===== src/rtl/rf_pkg.sv =====
package rf_pkg;
  // Value a register takes at reset, given its index and the configured specials.
  function automatic logic [31:0] rf_init_word(
    input int          idx,
    input int          link_idx,
    input logic [31:0] link_val,
    input int          stack_idx,
    input logic [31:0] stack_val
  );
    if (idx == link_idx)       return link_val;
    else if (idx == stack_idx) return stack_val;
    else                       return '0;
  endfunction
endpackage


===== src/rtl/rf_wb_mux.sv =====
module rf_wb_mux #(
  parameter int DATA_W = 32
) (
  input  logic              sel_load,
  input  logic [DATA_W-1:0] alu_val,
  input  logic [DATA_W-1:0] load_val,
  output logic [DATA_W-1:0] wb_val
);
  always_comb begin
    wb_val = sel_load ? load_val : alu_val;
  end
endmodule


===== src/rtl/rf_storage.sv =====
module rf_storage
  import rf_pkg::*;
#(
  parameter int          NUM_REGS  = 32,
  parameter int          DATA_W    = 32,
  parameter int          LINK_IDX  = 31,
  parameter logic [31:0] LINK_RST  = 32'hDEADBEEF,
  parameter int          STACK_IDX = 29,
  parameter logic [31:0] MEM_SIZE  = 32'h0001_0000,
  localparam int         IDX_W     = $clog2(NUM_REGS)
) (
  input  logic                       clk,
  input  logic                       rst,
  input  logic                       we,
  input  logic [IDX_W-1:0]           widx,
  input  logic [DATA_W-1:0]          wdata,
  output logic [NUM_REGS*DATA_W-1:0] flat_q
);
  for (genvar g = 0; g < NUM_REGS; g++) begin : g_reg
    localparam logic [31:0] INIT32 = rf_init_word(g, LINK_IDX, LINK_RST, STACK_IDX, MEM_SIZE);
    localparam logic [DATA_W-1:0] INIT = INIT32[DATA_W-1:0];
    logic [DATA_W-1:0] q;
    always_ff @(posedge clk) begin
      if (rst)
        q <= INIT;
      else if (we && (widx == IDX_W'(g)))
        q <= wdata;
    end
    assign flat_q[g*DATA_W +: DATA_W] = q;
  end
endmodule


===== src/rtl/rf_read_port.sv =====
module rf_read_port #(
  parameter int  NUM_REGS = 32,
  parameter int  DATA_W   = 32,
  localparam int IDX_W    = $clog2(NUM_REGS)
) (
  input  logic [NUM_REGS*DATA_W-1:0] flat_q,
  input  logic [IDX_W-1:0]           ridx,
  input  logic                       wb_we,
  input  logic [IDX_W-1:0]           wb_idx,
  input  logic [DATA_W-1:0]          wb_val,
  input  logic                       fwd_hit,
  input  logic [DATA_W-1:0]          fwd_val,
  output logic [DATA_W-1:0]          rdata
);
  logic [DATA_W-1:0] stored;
  always_comb begin
    stored = flat_q[ridx*DATA_W +: DATA_W];
    if (fwd_hit)
      rdata = fwd_val;
    else if (wb_we && (wb_idx == ridx))
      rdata = wb_val;
    else
      rdata = stored;
  end
endmodule


===== src/rtl/bypass_regfile.sv =====
module bypass_regfile #(
  parameter int          NUM_REGS  = 32,
  parameter int          DATA_W    = 32,
  parameter int          LINK_IDX  = 31,
  parameter logic [31:0] LINK_RST  = 32'hDEADBEEF,
  parameter int          STACK_IDX = 29,
  parameter logic [31:0] MEM_SIZE  = 32'h0001_0000,
  localparam int         IDX_W     = $clog2(NUM_REGS)
) (
  input  logic              clk,
  input  logic              rst,
  input  logic              wb_we,
  input  logic [IDX_W-1:0]  wb_idx,
  input  logic              wb_sel_load,
  input  logic [DATA_W-1:0] wb_alu,
  input  logic [DATA_W-1:0] wb_load,
  input  logic              mem_fwd_en,
  input  logic [IDX_W-1:0]  mem_idx,
  input  logic [DATA_W-1:0] mem_alu,
  input  logic [IDX_W-1:0]  rs_idx,
  input  logic [IDX_W-1:0]  rt_idx,
  input  logic [IDX_W-1:0]  jr_idx,
  output logic [DATA_W-1:0] rs_data,
  output logic [DATA_W-1:0] rt_data,
  output logic [DATA_W-1:0] jr_data
);
  localparam int NPORT = 3;

  logic [DATA_W-1:0]          wb_val;
  logic [NUM_REGS*DATA_W-1:0] flat_q;
  logic [IDX_W-1:0]           port_idx [NPORT];
  logic [DATA_W-1:0]          port_dat [NPORT];
  logic                       port_fwd [NPORT];

  rf_wb_mux #(.DATA_W(DATA_W)) u_wb_mux (
    .sel_load (wb_sel_load),
    .alu_val  (wb_alu),
    .load_val (wb_load),
    .wb_val   (wb_val)
  );

  rf_storage #(
    .NUM_REGS (NUM_REGS), .DATA_W (DATA_W),
    .LINK_IDX (LINK_IDX), .LINK_RST (LINK_RST),
    .STACK_IDX(STACK_IDX), .MEM_SIZE (MEM_SIZE)
  ) u_store (
    .clk    (clk),
    .rst    (rst),
    .we     (wb_we),
    .widx   (wb_idx),
    .wdata  (wb_val),
    .flat_q (flat_q)
  );

  assign port_idx[0] = rs_idx;
  assign port_idx[1] = rt_idx;
  assign port_idx[2] = jr_idx;

  // Only the jump-target port (last) sees the memory-stage result.
  for (genvar p = 0; p < NPORT; p++) begin : g_port
    if (p == NPORT - 1) begin : g_jump
      assign port_fwd[p] = mem_fwd_en && (mem_idx == port_idx[p]);
    end else begin : g_oper
      assign port_fwd[p] = 1'b0;
    end
    rf_read_port #(.NUM_REGS(NUM_REGS), .DATA_W(DATA_W)) u_rd (
      .flat_q  (flat_q),
      .ridx    (port_idx[p]),
      .wb_we   (wb_we),
      .wb_idx  (wb_idx),
      .wb_val  (wb_val),
      .fwd_hit (port_fwd[p]),
      .fwd_val (mem_alu),
      .rdata   (port_dat[p])
    );
  end

  assign rs_data = port_dat[0];
  assign rt_data = port_dat[1];
  assign jr_data = port_dat[2];
endmodule


===== config.mk =====
export PLATFORM = sky130hd
export DESIGN_NAME = bypass_regfile
export DESIGN_NICKNAME = d
export VERILOG_FILES = /design/src/rtl/rf_pkg.sv /design/src/rtl/rf_wb_mux.sv /design/src/rtl/rf_storage.sv /design/src/rtl/rf_read_port.sv /design/src/rtl/bypass_regfile.sv
export SDC_FILE = /design/constraint.sdc
export NUM_CORES = 2
export LEC_CHECK = 0
export BUFFER_PORTS_ARGS = -buffer_cell sky130_fd_sc_hd__buf_2
export CAP_MARGIN = 5
export CELL_PAD_IN_SITES_DETAIL_PLACEMENT = 1
export CELL_PAD_IN_SITES_GLOBAL_PLACEMENT = 2
export CORE_MARGIN = 2
export CORE_UTILIZATION = 39
export DETAILED_ROUTE_END_ITERATION = 10
export PLACE_DENSITY = 0.79
export REMOVE_ABC_BUFFERS = 1
export SLEW_MARGIN = 10
export SYNTH_ARGS = -nofsm -noshare
export SYNTH_HDL_FRONTEND = slang
export SYNTH_SLANG_ARGS = --single-unit

===== constraint.sdc =====
create_clock -name clk -period 2.6 [get_ports clk]
set_input_delay 0.26 -clock clk [delete_from_list [all_inputs] [get_ports clk]]
set_output_delay 0.26 -clock clk [all_outputs]
set_load 0.01 [all_outputs]

Word level (Yosys, flattened, before mapping)
Cells that the tools add are included.
{ "totals": {"out_inout_bits": 96, "ff_bits": 1024, "elab_cells": 112, "in_bits": 126} }
{ "classes": {"n_reduce_logical": 37, "eq_ne": 35, "n_shift": 3, "n_mux": 5} }
{ "op_table": {"columns": ["op", "count"], "rows": [
  ["$shiftx 1024x11->32", 3],
  ["$mux 32", 5],
  ["$eq 5x5->1 const B", 16],
  ["$eq 5x4->1 const B", 8],
  ["$logic_and 1x1->1", 36],
  ["$eq 5x3->1 const B", 4],
  ["$eq 5x5->1", 4],
  ["$eq 5x2->1 const B", 2],
  ["$eq 5x1->1 const B", 1],
  ["$logic_not 5->1", 1]
]} }

Longest topological paths before layout
{ "logic_depth": {"word_depth": 4, "ltp_mapped": 11} }

By module
From an unflattened synthesis, not the netlist that was laid out.
{ "unflattened": {"hier_cells": 5416, "hier_area_um2": 65645.5} }
{ "by_module_without_submodules": {"columns": ["mod", "instances", "area_each_um2", "seq_area_each_um2", "cells_per_inst"], "rows": [
  ["rf_storage", 1, 39085.0, 20499.7, 3497],
  ["rf_read_port", 3, 8652.0, 0.0, 625],
  ["rf_wb_mux", 1, 544.3, 0.0, 36],
  ["bypass_regfile", 1, 60.1, 0.0, 8]
]} }

Worst setup path after synthesis
Ideal clock, no wire load.
{ "synth_path": {"path_type": "in2out", "from": "input port rs_idx[0]", "to": "output port rs_data[3]", "n_path_buf": 2, "arrival_ps": 2346, "stages": 7, "setup_slack_ps": -6, "required_time_ps": 2340, "path_cell_list": "buf_2 > buf_1 > mux4_2 > mux4_2 > nor2b_1 > a211oi_1 > a21oi_1"} }
{ "synth_via": {"elab_chain_len": 3, "word_cells_on_any_way": 4, "cone_classes": "eq/ne: 1; shift: 1; mux: 1; reduce/logical: 1"} }
{ "synth_lines": {"columns": ["item", "line", "rtl"], "rows": [
  ["start: declaration", "bypass_regfile.sv:20", "input logic [IDX_W-1:0] rs_idx,"],
  ["branches (longest 2 deep; another with $shiftx 1024x11->32)", null, null],
  ["$mux 32 (*)", "rf_read_port.sv:20", "else if (wb_we && (wb_idx == ridx))"],
  ["end: declaration", "bypass_regfile.sv:23", "output logic [DATA_W-1:0] rs_data,"]
]} }
Mark *: on every way between the ends.

Final worst setup path
{ "layout_path": {"from": "register u_store.g_reg[15].q[10]", "to": "output port rs_data[10]"} }
{ "layout_via": {"elab_chain_len": 2} }
{ "layout_lines": {"columns": ["item", "line", "rtl"], "rows": [
  ["start: declaration", "rf_storage.sv:22", "logic [DATA_W-1:0] q;"],
  ["start signal: assignment", "rf_storage.sv:27", "q <= wdata;"],
  ["$shiftx 1024x11->32", "rf_read_port.sv:17", "stored = flat_q[ridx*DATA_W +: DATA_W];"],
  ["$mux 32", "rf_read_port.sv:20", null]
]} }
Every way passes these cells.

==> results.toml <==
[outcome]
status = "complete, but fails checks"
failed_checks = "negative setup slack"

[floorplan]
die_area_um2 = 156000
core_area_um2 = 152000
die_y_um = 394
die_x_um = 394
num_rows = 143
pin_count = 222
initial_core_util = 0.392

[drt]
wirelength_um = 247000
first_pass_iters = 6
post-route-drc-count = 0
drt-initial-drc-count = 4730
antenna_left = 0
vias = 51300
wl_per_cell_um = 32.3
avgViaCountPerCell = 6.70

[global_route]
grt_max_degree = 104
grt_pass1_vias = 53100
antenna_found_initial = 1
grt_usage = 0.312
grt_pass1_wl_um = 365000
gr-total-overflow = 0

[cells_and_area]
largestRegisters = "u_store.g.q: 1024 flops"
multi_input_area_um2 = 38000
fin_nets = 5643
register_area_um2 = 20900
top_register = "u_store.g.q"
area_delta_synth_final_pct = 24.1
drive_gt1_frac = 0.449
final_common_cell = "nor2_1"
largest_reg_flops = 1024
num_antenna_cells = 0
fill_cells = 15600
final_cell_mix = "nor2_1, a211oi_1, mux4_2"
fin_cells = 7645

[power]
power_switching_mw = 10.6
p_clk_frac = 0.456
ir_drop_mv = 0.614
p_int_mw = 29.0
power_leakage_nw = 23.9
seq_power_share = 0.407
swShare = 0.268
p_per_area_nw_per_um2 = 537
combPwrFrac = 0.138

[sta]
finalMaxSlewViolations = 0
fin_ws_ns = -0.504
hold_viol = 0
rsz0062_at_grt = "yes"
clock_skew_ns = 0
max_slew_margin = 0.472
post-route-period-util = 1.19
fmax_mhz = 322
setup_viol = 96
fin_crit_ns = 3.10
tightest_slew_ns = 0.789
hold_slack_ns = 0.0807

[yosys]
yosysTopAreaCell = "dfxtp_1"
synth_top_area_share = 0.345
synthesis.instances = 5265
syn_avg_cell_area_um2 = 11.3
ys_top_cells_by_area = "dfxtp_1, mux4_2, a211oi_1"
ys_ff_latch = 1024
yosysWarnings = 0
synth-edff-count = 0
async_flop_share = 0
synth_seq_area_share = 0.345
synth_cell_types = 44
syn_area_um2 = 59500
synth_top_flop_cell = "dfxtp_1"

[clock_tree]
clock_path_buffers = 3
cts_root_buffer = "clkbuf_16"
cts_tree = "done"
numCtsBuffers = 117
htreeDepth = 3
clk_pin_slew_worst_paths_ns = 0.06
cts.sinks = 1024
clock_latency_ns = 0.73

[hold_path]
min_from = "wb_alu[18]"
hold_path.class = "input port to flop"
hold_path_end = "u_store.g_reg[31].q[18]"
holdPathStages = 5

[setup_path]
arrival_ns = 2.84
reg2reg_slack_ns = 1.66
rr_endpoint = "u_store.g_reg[10].q[28]"
crit_fanout = 4
start_kind = "flop"
ff2ff_path_depth = 2
crit_path_end_kind = "output port"
path_class = "flop to output port"
cp.required_ns = 2.34
rr_startpoint = "u_store.g_reg[10].q[28]"

[placement]
place_congestion = 0.891
place_hpwl_um = 161000
io_buffers = 221
placed_cells = 7380

[run]
cap_violations = 0
[metal layers]
layer  global-route usage  wire length (um)  vias up
met5                    0                 0        -
met1                0.405             96400    26700
met4                0.162             13800        0
li1                     -                 -    21300
met2                0.495            115000     2598
met3               0.0623             21800      674
[critical path: stages, from the launching register on]
cell and delay (ns):
dfxtp_2 0.34, mux4_2 0.48, mux4_2 0.48, nor2b_4 0.14, a211oi_2 0.22, a21oi_1 0.08, buf_4 0.21, buf_6 0.13
[metrics by stage]
stage	setup WS [ns]	TNS (ns)	utilization	area (um2)	power, mW
floorplan	-0.967	-375.57	-	56600	18.3
global placement	-0.669	-21.14	0.444	67400	21.5
detailed placement	-0.691	-22.25	0.444	67400	21.6
CTS	-0.490	-29.45	0.484	73400	39.7
global route	-0.535	-30.78	0.486	73800	40.7
finish	-0.504	-25.81	0.486	73800	39.7
[cells in the mapped netlist (13+ instances only)]
cell and n:
buf_4 25, o22ai_1 45, nand2_1 32, a32o_1 20, mux4_2 901, a211oi_1 1065, a21oi_1 89, clkbuf_1 508
mux2i_1 92, o21ai_0 22, dfxtp_1 1024, buf_2 82, nor2_1 1062, xor2_1 13, mux2_2 24, buf_1 54
a211o_1 24, nor2b_1 73
[power groups by stage]
stage | combinational [mW] | sequential (mW) | clock, mW
after floorplan | 1.96 | 16.4 | 0
after global placement | 5.09 | 16.4 | 0
after detailed placement | 5.18 | 16.4 | 0
after CTS | 5.37 | 16.1 | 18.2
after global routing | 5.69 | 16.1 | 18.9
final | 5.46 | 16.1 | 18.1
[kinds of logic after synthesis]
kind of cell | count (synthesis) | share of synthesized area
compound gates | 1299 | 0.160
simple gates | 1218 | 0.0826
flops | 1024 | 0.345
mux | 1017 | 0.361
buf+inv | 687 | 0.0482
xor+xnor | 20 | 0.00295
[worst max path at each step]
stage                       startpoint     endpoint  slack [ns]  cells past startpoint
2_1_floorplan                jr_idx[0]   jr_data[0]       -0.97                      5
3_3_place_gp                 rs_idx[0]  rs_data[30]       -0.67                     10
3_5_place_dp                 rs_idx[0]  rs_data[30]       -0.69                     10
4_1_cts         u_store.g_reg[7].q[10]  rt_data[10]       -0.49                      7
5_1_grt        u_store.g_reg[15].q[10]  rs_data[10]       -0.54                      7
6_report       u_store.g_reg[15].q[10]  rs_data[10]       -0.50                      7
[what timing repair did]
action / 4_1_cts / 5_1_grt
setup buffers: 42 / 6
gates resized for setup: 491 / 165
hold buffers: 16 / 0
setup endpoints to repair: 96 / 96
endpoints found under the hold margin: 26 / 0
pin swaps: 96 / 31
[final cells by class]
class	count	share of cell area
repair buffers	816	0.111
well taps	2030	0.0344
clock buffers	165	0.0464
clock inverters	52	0.0101
inverters	4	0.000203
flip-flops and latches	1024	0.283
multi-input cells	3554	0.515
Power figures use the tool's default switching activity.
